$ cat src/rtl/ats_pkg.sv
// Shared encodings for the stereo serial audio transmitter.
// Assumes: framing and role selects are static outside of reset.
package ats_pkg;
    typedef enum logic {
        FMT_I2S  = 1'b0,
        FMT_MSBJ = 1'b1
    } ats_fmt_e;

    typedef enum logic {
        ROLE_SLAVE  = 1'b0,
        ROLE_MASTER = 1'b1
    } ats_role_e;
endpackage

$ cat src/rtl/ats_clk_div.sv
// Master bit-clock generator: divides the system clock by DIV.
// Emits a one-cycle tick on the cycle whose edge makes the bit clock fall.
// Assumes: DIV is even and at least 2.
module ats_clk_div #(
    parameter int DIV = 4
) (
    input  logic clk,
    input  logic rst_n,
    input  logic en_i,
    output logic bclk_o,
    output logic tick_o
);
    localparam int DW = (DIV > 2) ? $clog2(DIV) : 1;
    localparam logic [DW-1:0] LAST = DW'(DIV - 1);
    localparam logic [DW-1:0] HALF = DW'(DIV / 2);

    logic [DW-1:0] cnt_q;

    // Free-running divider phase, parked at zero when not the link master.
    always_ff @(posedge clk) begin
        if (!rst_n || !en_i) begin
            cnt_q <= '0;
        end else if (cnt_q == LAST) begin
            cnt_q <= '0;
        end else begin
            cnt_q <= cnt_q + 1'b1;
        end
    end

    assign bclk_o = en_i && (cnt_q >= HALF);
    assign tick_o = en_i && (cnt_q == LAST);
endmodule

$ cat src/rtl/ats_slave_sync.sv
// Brings received bit clock and word select into the system clock domain
// and flags each falling bit-clock edge.
// Assumes: the system clock is fast enough that each bit-clock phase lasts
// more than STAGES+1 system clocks.
module ats_slave_sync #(
    parameter int STAGES = 2
) (
    input  logic clk,
    input  logic rst_n,
    input  logic en_i,
    input  logic bclk_i,
    input  logic ws_i,
    output logic fall_o,
    output logic ws_o
);
    logic [STAGES-1:0] b_sync_q;
    logic [STAGES-1:0] w_sync_q;
    logic              b_prev_q;

    // Synchroniser chains for both received clocks plus an edge-history flop.
    always_ff @(posedge clk) begin
        if (!rst_n) begin
            b_sync_q <= '0;
            w_sync_q <= '0;
            b_prev_q <= 1'b0;
        end else begin
            b_sync_q <= {b_sync_q[STAGES-2:0], bclk_i};
            w_sync_q <= {w_sync_q[STAGES-2:0], ws_i};
            b_prev_q <= b_sync_q[STAGES-1];
        end
    end

    assign fall_o = en_i && b_prev_q && !b_sync_q[STAGES-1];
    assign ws_o   = w_sync_q[STAGES-1];
endmodule

$ cat src/rtl/ats_mute.sv
// Post-reset mute window: allows data only from frame MUTE_FRAMES+1 onward.
// allow_o is combinational so that it applies to the first bit of a frame.
// Assumes: frame_start_i pulses once per frame.
module ats_mute #(
    parameter int MUTE_FRAMES = 12288
) (
    input  logic clk,
    input  logic rst_n,
    input  logic frame_start_i,
    output logic allow_o
);
    localparam int CW = $clog2(MUTE_FRAMES + 2);
    localparam logic [CW-1:0] LIM = CW'(MUTE_FRAMES);

    logic [CW-1:0] cnt_q;
    logic          open_q;

    // Count muted frame starts; open permanently once the window is used up.
    always_ff @(posedge clk) begin
        if (!rst_n) begin
            cnt_q  <= '0;
            open_q <= 1'b0;
        end else if (frame_start_i && !open_q) begin
            if (cnt_q == LIM) begin
                open_q <= 1'b1;
            end else begin
                cnt_q <= cnt_q + 1'b1;
            end
        end
    end

    assign allow_o = open_q || (frame_start_i && (cnt_q == LIM));
endmodule

$ cat src/rtl/ats_serializer.sv
// Slot tracker and shifter shared by both framings and both roles.
// The slot register holds {channel, position}. The MSB is the channel
// (0 = left) and doubles as the master word select.
// Assumes: SLOTS is a power of two, and SAMPLE_W < SLOTS.
module ats_serializer #(
    parameter int SAMPLE_W = 24,
    parameter int SLOTS    = 32
) (
    input  logic                clk,
    input  logic                rst_n,
    input  logic                tick_i,
    input  logic                master_i,
    input  logic                fmt_msbj_i,
    input  logic                ws_s_i,
    input  logic                sample_valid_i,
    input  logic [SAMPLE_W-1:0] left_i,
    input  logic [SAMPLE_W-1:0] right_i,
    input  logic                allow_i,
    output logic                frame_start_o,
    output logic                chan_o,
    output logic                sdata_o
);
    import ats_pkg::*;

    localparam int SLOT_W = $clog2(SLOTS);
    localparam int IDX_W  = $clog2(SAMPLE_W);

    logic [SLOT_W:0]     slot_q, slot_d;
    logic [SAMPLE_W-1:0] pend_l_q, pend_r_q, act_l_q, act_r_q;
    logic [SAMPLE_W-1:0] word;
    logic                hit, bit_d;
    int                  pos, idx;

    // Next slot: master counts freely; slave restarts on word-select change.
    always_comb begin
        if (master_i == ROLE_MASTER) begin
            slot_d = slot_q + 1'b1;
        end else if (ws_s_i != slot_q[SLOT_W]) begin
            slot_d = {ws_s_i, {SLOT_W{1'b0}}};
        end else if (&slot_q[SLOT_W-1:0]) begin
            slot_d = slot_q;
        end else begin
            slot_d = slot_q + 1'b1;
        end
    end

    assign frame_start_o = tick_i && (slot_d == '0);
    assign chan_o        = slot_q[SLOT_W];

    // Bit for the coming slot, taking the pending pair at a frame start.
    always_comb begin
        if (slot_d[SLOT_W]) begin
            word = frame_start_o ? pend_r_q : act_r_q;
        end else begin
            word = frame_start_o ? pend_l_q : act_l_q;
        end
        pos = int'(slot_d[SLOT_W-1:0]);
        if (fmt_msbj_i == FMT_MSBJ) begin
            hit = pos < SAMPLE_W;
            idx = SAMPLE_W - 1 - pos;
        end else begin
            hit = (pos >= 1) && (pos <= SAMPLE_W);
            idx = SAMPLE_W - pos;
        end
        bit_d = hit && word[idx[IDX_W-1:0]];
    end

    // Pending pair capture from the parallel side.
    always_ff @(posedge clk) begin
        if (!rst_n) begin
            pend_l_q <= '0;
            pend_r_q <= '0;
        end else if (sample_valid_i) begin
            pend_l_q <= left_i;
            pend_r_q <= right_i;
        end
    end

    // Slot advance, frame latch and data update on each falling bit clock.
    always_ff @(posedge clk) begin
        if (!rst_n) begin
            slot_q  <= '1;
            act_l_q <= '0;
            act_r_q <= '0;
            sdata_o <= 1'b0;
        end else if (tick_i) begin
            slot_q  <= slot_d;
            sdata_o <= allow_i && bit_d;
            if (frame_start_o) begin
                act_l_q <= pend_l_q;
                act_r_q <= pend_r_q;
            end
        end
    end
endmodule

$ cat src/rtl/ats_tx.sv
// Stereo serial audio transmitter top: selects the bit-clock source for the
// role, runs the shared shifter and applies the post-reset mute window.
// Assumes: master_i and fmt_msbj_i change only while reset is held.
module ats_tx #(
    parameter int SAMPLE_W    = 24,
    parameter int SLOTS       = 32,
    parameter int MCLK_DIV    = 4,
    parameter int SYNC_STAGES = 2,
    parameter int MUTE_FRAMES = 12288
) (
    input  logic                clk,
    input  logic                rst_n,
    input  logic                fmt_msbj_i,
    input  logic                master_i,
    input  logic                sample_valid_i,
    input  logic [SAMPLE_W-1:0] left_i,
    input  logic [SAMPLE_W-1:0] right_i,
    input  logic                bclk_i,
    input  logic                ws_i,
    output logic                bclk_o,
    output logic                ws_o,
    output logic                sdata_o
);
    logic m_bclk, m_tick, s_fall, s_ws, tick, frame_start, allow, chan;

    ats_clk_div #(.DIV(MCLK_DIV)) u_div (
        .clk    (clk),
        .rst_n  (rst_n),
        .en_i   (master_i),
        .bclk_o (m_bclk),
        .tick_o (m_tick)
    );

    ats_slave_sync #(.STAGES(SYNC_STAGES)) u_sync (
        .clk    (clk),
        .rst_n  (rst_n),
        .en_i   (!master_i),
        .bclk_i (bclk_i),
        .ws_i   (ws_i),
        .fall_o (s_fall),
        .ws_o   (s_ws)
    );

    assign tick = master_i ? m_tick : s_fall;

    ats_serializer #(.SAMPLE_W(SAMPLE_W), .SLOTS(SLOTS)) u_ser (
        .clk            (clk),
        .rst_n          (rst_n),
        .tick_i         (tick),
        .master_i       (master_i),
        .fmt_msbj_i     (fmt_msbj_i),
        .ws_s_i         (s_ws),
        .sample_valid_i (sample_valid_i),
        .left_i         (left_i),
        .right_i        (right_i),
        .allow_i        (allow),
        .frame_start_o  (frame_start),
        .chan_o         (chan),
        .sdata_o        (sdata_o)
    );

    ats_mute #(.MUTE_FRAMES(MUTE_FRAMES)) u_mute (
        .clk           (clk),
        .rst_n         (rst_n),
        .frame_start_i (frame_start),
        .allow_o       (allow)
    );

    assign bclk_o = master_i && m_bclk;
    assign ws_o   = master_i && chan;
endmodule

$ cat config.mk
export PLATFORM = sky130hd
export DESIGN_NAME = ats_tx
export DESIGN_NICKNAME = d
export VERILOG_FILES = /design/src/rtl/ats_pkg.sv /design/src/rtl/ats_clk_div.sv /design/src/rtl/ats_slave_sync.sv /design/src/rtl/ats_mute.sv /design/src/rtl/ats_serializer.sv /design/src/rtl/ats_tx.sv
export SDC_FILE = /design/constraint.sdc
export NUM_CORES = 1
export LEC_CHECK = 0
export ABC_AREA = 1
export BUFFER_PORTS_ARGS = -buffer_cell sky130_fd_sc_hd__buf_2
export CORE_MARGIN = 1
export CORE_UTILIZATION = 25
export CTS_CLUSTER_DIAMETER = 150
export DETAILED_ROUTE_END_ITERATION = 12
export GPL_TIMING_DRIVEN = 0
export SLEW_MARGIN = 20
export SYNTH_ARGS = -nofsm -noshare
export SYNTH_HDL_FRONTEND = slang
export SYNTH_SLANG_ARGS = --single-unit
$ cat constraint.sdc
create_clock -name clk -period 3.5 [get_ports clk]
set_clock_uncertainty 0.1 [all_clocks]
set_input_delay 0.175 -clock clk [delete_from_list [all_inputs] [get_ports clk]]
set_output_delay 0.175 -clock clk [all_outputs]
set_load 0.01 [all_outputs]
==> metrics.txt, run 1 <==
outcome=completed; CTS tree=done; Crit path required time=3710 ps; Power Density=513 nW/µm²; initial antenna violation count=0; Static Leakage=3.34 nW; first-pass GRT wire length=25200 µm; Worst Setup Path Type=flip-flop to flip-flop; Post-Synthesis Mean Instance Area=7.11 µm²; Final Hold Vio Count=0; clk buf depth=2; top sig layer=met4; final wirelength=15600 µm; Pwr Total=3.85 mW; via/cell ratio=4.45; Least-Margin Pin Slew=625 ps; GRT overflow=0; I/O Pins=58; setup_tns=0 ps; Seq/Total Area, Yosys=43.7%; sequential share of power=38.9%; EDFF count, synth=0; crit end category=flip-flop; CTS root buf=clkbuf_16; cell count after synthesis=805; #FFs+latches synth=125; Switching Fraction=24.6%; Final ANT Viol Nets=0; Final Max Slew Viols=0; syn_nets=871; Tcrit/Tclk final=94.4%; area of the multi-input gates=2660 µm²; ant diodes=0; Synth area leaders=dfxtp_1 44%, nand2_1 8.6%, nor2_1 8.0%; library cells used by synthesis=37; WL per Instance=12.7 µm; Hold Path Class=input port to flip-flop; die area=23500 µm²; CTS Sinks=125; clock power share=48.0%; clock-pin transition on the worst setup and hold timing paths=50 ps; Buffers on Ports=56; Met3 Wirelength=608 µm; initial DRC count=389; DR WL met2=6860 µm; Area growth, synth to finish=31.2%; Post-Syn Area=5730 µm²; drt pass-1 iters=5; storage element area=2500 µm²; Initial Util=25.4%; core area=22600 µm²; die extent in x=153 µm; Critical Path AT=3510 ps; crit path max fanout=8; dpl cells=1146; NetSw=0.949 mW; number of global-route vias before repair=4963; Skew-Pair Late Insertion Delay=420 ps; Synth top area share=43.7%; hpwl dp=11400 µm; synth cell count leaders=131 x nand2_1, 125 x dfxtp_1, 122 x nor2_1; Ys Warns=0; Layout Cells excl Fill=1229; # fillers=2436; number of CTS-inserted buffers=17; peak supply drop=372 µV; DRC Markers=0; Int Power=2.90 mW; relative slew slack=58.4%; Routability Congestion=0.860; count of final setup violators=0; critical path startpoint category=flip-flop; largest net degree at the start of global routing=17; Min Hold Slack=44.8 ps; GR Util All Layers=13.7%; number of H-tree levels=4; fmax=303 MHz; minimum clock period=3310 ps; prevailing post-synth register cell=dfxtp_1; nets=998; max_cap viols=0; Die Ht=153 µm; dominant cell type by area after synthesis=dfxtp_1; Vias=5464; row cnt=55; Post-synth ARST share=0%; M1 WL=7800 µm; most common cell in the netlist=nand2_1; Logic pwr share=13.1%; share of layout cells above drive strength 1=13.2%
final timing paths:
| kind | startpoint | end | slack (ps) | depth (start not counted) |
|---|---|---|---|---|
| setup / recovery | u_ser.slot_q[0] | u_mute.cnt_q[13] | 190 | 21 |
| hold reg to reg | u_sync.w_sync_q[0] | u_sync.w_sync_q[1] | 310 | 2 |
| hold / removal | master_i | u_div.cnt_q[1] | 40 | 3 |
| setup reg to reg | u_ser.slot_q[0] | u_mute.cnt_q[13] | 190 | 21 |
power groups by stage:
| stage | registers [mW] | logic (mW) | clock network, mW |
|---|---|---|---|
| 2_1_floorplan | 1.52 | 0.309 | 0 |
| 3_3_place_gp | 1.53 | 0.450 | 0 |
| 3_5_place_dp | 1.53 | 0.451 | 0 |
| 4_1_cts | 1.50 | 0.499 | 1.88 |
| 5_1_grt | 1.50 | 0.567 | 1.95 |
| 6_report | 1.50 | 0.504 | 1.85 |
registers in the layout (all words and copies together), names as in the netlist:
register         flops
u_div.cnt_q          2
u_mute.cnt_q        14
u_mute.open_q        1
u_ser.act_l_q       24
u_ser.act_r_q       24
u_ser.pend_l_q      24
u_ser.pend_r_q      24
u_ser.sdata_o        1
u_ser.slot_q         6
u_sync.b_prev_q      1
u_sync.b_sync_q      2
u_sync.w_sync_q      2
kinds of logic after synthesis:
family	synth area share [%]
AND/OR/NAND/NOR	28.5
AO/OA/AOI/OAI	14.6
buffers and inverters	10.0
flip-flops	43.7
adder cells (fa/ha/maj)	2.40
XOR/XNOR	0.765
layout make-up:
type,count,area share (%)
flip-flops and latches,125,33.3
multi-input cells,535,35.4
well taps,285,4.75
repair buffers,108,10.6
plain buffers,42,2.48
clock inverters,7,1.80
inverters,103,5.18
clock buffers,24,6.41
stage by stage:
| step | util (%) | setup slack [ps] | cell area, µm² |
|---|---|---|---|
| global placement | 28.2 | 62.4 | 6360 |
| CTS | 33.1 | 1.93 | 7480 |
| detailed placement | 28.2 | 14.4 | 6360 |
| finish | 33.3 | 194 | 7510 |
| floorplan | - | 524 | 5730 |
| global route | 33.3 | -11.4 | 7510 |
layout by cell type, fill, tap and decap left out, types with 5 or more instances in the layout:
cell type / Yosys / layout
inv_1: 99 / 99
buf_4: 3 / 5
nand2_4: 5 / 5
dlygate4sd3_1: 0 / 50
buf_2: 7 / 62
xor2_1: 5 / 5
nand3_1: 65 / 65
clkbuf_1: 28 / 32
a211oi_1: 11 / 11
nand4_1: 6 / 6
o211ai_1: 6 / 6
clkbuf_16: 0 / 17
ha_1: 11 / 8
a21oi_1: 45 / 45
o21ai_0: 84 / 84
nor4_1: 6 / 6
nand3b_1: 7 / 7
nand2_2: 5 / 5
nor2_1: 122 / 122
nand2_1: 131 / 131
dfxtp_1: 125 / 123
repair_timing:
item                                    CTS  global route
setup buffers                             0             2
endpoints found under the setup margin    0             7
resized for setup                         0             7
endpoints found under the hold margin    50             0
hold buffers                             50             0
routing by layer:
layer,global-route usage (%),up-vias
met1,18.0,2472
li1,-,2850
met5,0,-
met4,6.38,0
met3,2.92,26
met2,21.3,116
worst max-delay path: stages (launching register included):
cell and delay, ps:
dfxtp_2 360, ha_2 210, nand3_1 120, inv_1 80, ha_2 200, nand2_4 90, o211ai_1 200, buf_4 170
ha_2 210, nand2_2 100, nor2_8 150, nand2_4 100, inv_4 130, nand2_4 90, inv_2 100, nand2_2 80
nor2_4 130, nand3_2 130, nor2_2 140, nand4_1 120, o21ai_1 130, a21oi_1 50
Note: power is estimated with default switching activity, not from simulation.
==> run 2, diff against run 1 <==
Settings changed: CORE_UTILIZATION 25 to 40, GPL_TIMING_DRIVEN 0 to unset, RECOVER_POWER set to 25.
==> run 2 against run 1 <==
Compared with the run above:
- the run now ends with max-capacitance violations, max-slew violations left
- design area decreased by 2.6%
- power increased by 2.0%
- sequential power about the same
- worst setup slack improved by 97 ps
- largest cell class unchanged
==> metrics.txt, run 2 (synthesized netlist as in run 1, its figures left out) <==
Routability Congestion=0.786; Setup WS post-layout=291 ps; fmax=312 MHz; I/O Pins=58; Buffers on Ports=57; outcome=complete, but fails checks; Initial Util=41.1%; area of the multi-input gates=2650 µm²; count of final setup violators=0; r2r setup slk=290 ps; Final ANT Viol Nets=0; die extent in x=122 µm; Vias=5164; nets=966; CTS root buf=clkbuf_16; Layout Cells excl Fill=1090; CTS Sinks=125; number of CTS-inserted buffers=17; core area=13900 µm²; total setup buffers inserted after CTS=0; hold path depth=3; Skew-Pair Late Insertion Delay=410 ps; final wirelength=13200 µm; most frequent cells in the layout=131 x nand2_1, 125 x dfxtp_1, 122 x nor2_1; worst reg2reg path depth=20; crit path max fanout=8; Final Util=52.5%; number of H-tree levels=4; dpl cells=1011; DRC Markers=0; Worst Setup Path Type=flip-flop to flip-flop; row cnt=43; GRT overflow=0; Critical Path AT=3400 ps; Pwr Total=3.93 mW; failing checks=max-capacitance violations, max-slew violations; clk buf depth=2; setup slack after placement=334 ps; max_cap viols=2; Die Ht=122 µm; CTS tree=done; Area growth, synth to finish=27.8%; RSZ-0062 raised after global routing=false; GR Util All Layers=19.0%; drt pass-1 iters=4; WL per Instance=12.1 µm; crit end category=flip-flop; setup_tns=0 ps; Crit path required time=3690 ps; # fillers=1368; ant diodes=0; commonest non-fill, non-tap cell in the layout=nand2_1; number of global-route vias before repair=4693; Static Leakage=3.32 nW; critical path startpoint category=flip-flop; Final Max Slew Viols=100; storage element area=2500 µm²; initial antenna violation count=0; peak supply drop=324 µV; initial DRC count=346; Power Density=537 nW/µm²; clock-pin transition on the worst setup and hold timing paths=50 ps; via/cell ratio=4.74; share of layout cells above drive strength 1=12.7%; Hold Path Class=input port to flip-flop; minimum clock period=3210 ps; Least-Margin Pin Slew=1650 ps; first-pass GRT wire length=22200 µm; Tcrit/Tclk final=91.7%; hpwl dp=8480 µm; largest net degree at the start of global routing=68; Final Hold Vio Count=0; relative slew slack=-9.80%; die area=14800 µm²
[run 2: changes by cell type in the layout (fill, tap and decap cells not counted), sizes merged]
cell         change
clkbuf          -32
buf              -5
bufinv           +2
clkinvlp         +2
dlygate4sd1      -1
[run 2: cell type report]
type                    count  share of cell area (%)
multi-input cells         535                    36.3
clock buffers              18                    6.00
clock inverters            11                    2.98
inverters                 103                    5.32
flip-flops and latches    125                    34.2
repair buffers            118                    12.2
well taps                 180                    3.08
[run 2: path summary, 6_finish.rpt]
check | startpoint | end
worst min-delay path | master_i | u_div.cnt_q[1]
worst min register to register | u_sync.w_sync_q[0] | u_sync.w_sync_q[1]
worst max-delay path | u_ser.slot_q[0] | u_mute.cnt_q[13]
worst max register to register | u_ser.slot_q[0] | u_mute.cnt_q[13]
[run 2: worst max-delay path, cell delays in order (launching register included)]
cell and delay [ps]:
dfxtp_1 390, ha_1 230, nand3_1 110, inv_1 70, ha_1 200, nand2_4 100
o211ai_1 270, ha_2 260, nand2_2 100, nor2_8 130, nand2_4 100, inv_4 90
nand2_4 70, inv_2 100, nand2_2 70, nor2_4 110, nand3_2 120, nor2_2 130
nand4_1 110, o21ai_1 140, a21oi_1 60
[run 2: per-layer routing]
metal / vias to the layer above / GRT usage, % / wire (µm)
li1: 2779 / - / -
met1: 2284 / 26.1 / 6890
met2: 86 / 28.9 / 5700
met3: 15 / 4.12 / 420
met4: 0 / 7.18 / 167
met5: - / 0 / 0
[run 2: report_power, final]
group          internal, mW  switching, mW
registers              1.47         0.0243
logic                 0.187          0.287
clock network          1.34          0.615
[run 2: metrics by stage]
| step | hold WS (ps) | cell area [µm²] |
|---|---|---|
| final | 65.6 | 7320 |
| after global routing | 70.8 | 7320 |
| after CTS | 49.2 | 7320 |
| after detailed placement | 262 | 6160 |
| after global placement | 261 | 6160 |
| after floorplan | 173 | 5730 |
[run 2: timing repair]
| action | 4_1_cts | 5_1_grt |
|---|---|---|
| setup endpoints to repair | 0 | 1 |
| hold buffers | 50 | 0 |
| hold endpoints to repair | 50 | 0 |
| resized for setup | 0 | 4 |
==> run 3, diff against run 2 <==
Clock period 3.5 ns to 4 ns, I/O delays scaled along.
==> run 3 against run 2 <==
Compared with the run above:
- utilization decreased by 0.64 points
- the flow still finishes with violations (max-capacitance violations, max-slew violations)
- die area unchanged
- flip-flop and latch count unchanged
- largest cell class unchanged
- count of clock-buffer cells in the layout unchanged
- sequential power decreased by 13%
- global-route usage increased by 0.23 points
==> metrics.txt, run 3 (synthesized netlist as in run 1, its figures left out) <==
CTS tree=done; Crit path required time=4190 ps; die area=14800 µm²; DR WL met2=5720 µm; cts repair resizes=0; outcome=complete, but fails checks; Min Hold Slack=83.2 ps; Initial Util=41.1%; Buffers on Ports=57; setup_tns=0 ps; Power Density=459 nW/µm²; hpwl dp=8360 µm; hold path depth=3; number of H-tree levels=4; Reg2Reg Launch Point=u_ser.slot_q[0]; Post-CTS Hold Fix Bufs=50; Tcrit/Tclk final=86.9%; clock-pin transition on the worst setup and hold timing paths=60 ps; minimum clock period=3480 ps; Area growth, synth to finish=26.2%; fmax=288 MHz; DRC Markers=0; crit path max fanout=46; relative slew slack=-72.1%; most frequent cells in the layout=131 x nand2_1, 125 x dfxtp_1, 122 x nor2_1; max_cap viols=1; failing checks=max-capacitance violations, max-slew violations; count of final setup violators=0; number of global-route vias before repair=4738; Die Ht=122 µm; peak supply drop=357 µV; core area=13900 µm²; die extent in x=122 µm; total setup buffers inserted after CTS=0; initial antenna violation count=0; row cnt=43; worst reg2reg path depth=21; Hold Crit Start=master_i; critical path startpoint category=flip-flop; Critical Path Start=u_ser.slot_q[0]; RSZ-0062 raised after global routing=false; via/cell ratio=4.70; Skew-Pair Late Insertion Delay=420 ps; crit end category=flip-flop; CTS Sinks=125; placed cell area=6110 µm²; Critical Path AT=3660 ps; I/O Pins=58; Pwr Total=3.32 mW; share of layout cells above drive strength 1=12.9%; Worst Setup Path Type=flip-flop to flip-flop; Vias=5128; initial DRC count=349; number of CTS-inserted buffers=17; top sig layer=met4; first-pass GRT wire length=22400 µm; Met3 Wirelength=521 µm; drt pass-1 iters=4; Final Max Slew Viols=70; final wirelength=13200 µm; Static Leakage=3.27 nW; WL per Instance=12.1 µm; GRT overflow=0; clk buf depth=2; GR Util All Layers=19.2%; CTS root buf=clkbuf_16; Least-Margin Pin Slew=2580 ps; Final Hold Vio Count=0; Final Cell Area=7230 µm²; nets=963; Routability Congestion=0.821; Hold Path Class=input port to flip-flop; commonest non-fill, non-tap cell in the layout=nand2_1; Final ANT Viol Nets=0; largest net degree at the start of global routing=70; M1 WL=6840 µm; ant diodes=0
run 3: layout make-up:
type / instances / area (µm²)
clock inverters: 14 / 181
repair buffers: 115 / 840
well taps: 180 / 225
flip-flops and latches: 125 / 2500
fillers: 1388 / 6710
inverters: 103 / 389
clock buffers: 18 / 439
multi-input cells: 535 / 2650
run 3: per-layer routing:
metal	track usage, %	up-vias
li1	-	2790
met1	26.7	2252
met2	29.1	79
met3	4.68	7
met4	6.02	0
met5	0	-
run 3: critical path, stage by stage (launching register included):
cell	delay, ps
dfxtp_1	380
ha_1	220
nand3_1	110
inv_1	70
ha_1	200
nand2_4	100
o211ai_1	350
ha_1	280
nand2_2	110
nor2_8	130
nand2_4	140
buf_4	310
o21ai_0	260
nand2_1	80
nand2_1	70
nand2_1	50
nand3_1	60
nand2_1	60
nand2_1	60
nand3_1	60
nand2_1	70
a21oi_1	50
run 3: final timing paths:
kind                                      endpoint  slack, ps
worst max register to register       u_ser.sdata_o        520
worst min register to register  u_sync.b_sync_q[1]        320
worst min-delay path                u_div.cnt_q[1]         80
worst max-delay path                 u_ser.sdata_o        520
run 3: power breakdown:
group          internal [mW]  switching, mW  leakage (nW)
registers               1.29         0.0209          1.02
clock network           1.01          0.601         0.296
logic                  0.158          0.245          1.95
run 3: metrics by stage:
step | worst slack, ps | std cells | util [%]
floorplan | 1020 | 805 | -
global placement | 596 | 1008 | 43.9
global route | 152 | 1090 | 51.9
detailed placement | 502 | 1008 | 43.9
CTS | 493 | 1090 | 51.9
finish | 524 | 1090 | 51.9
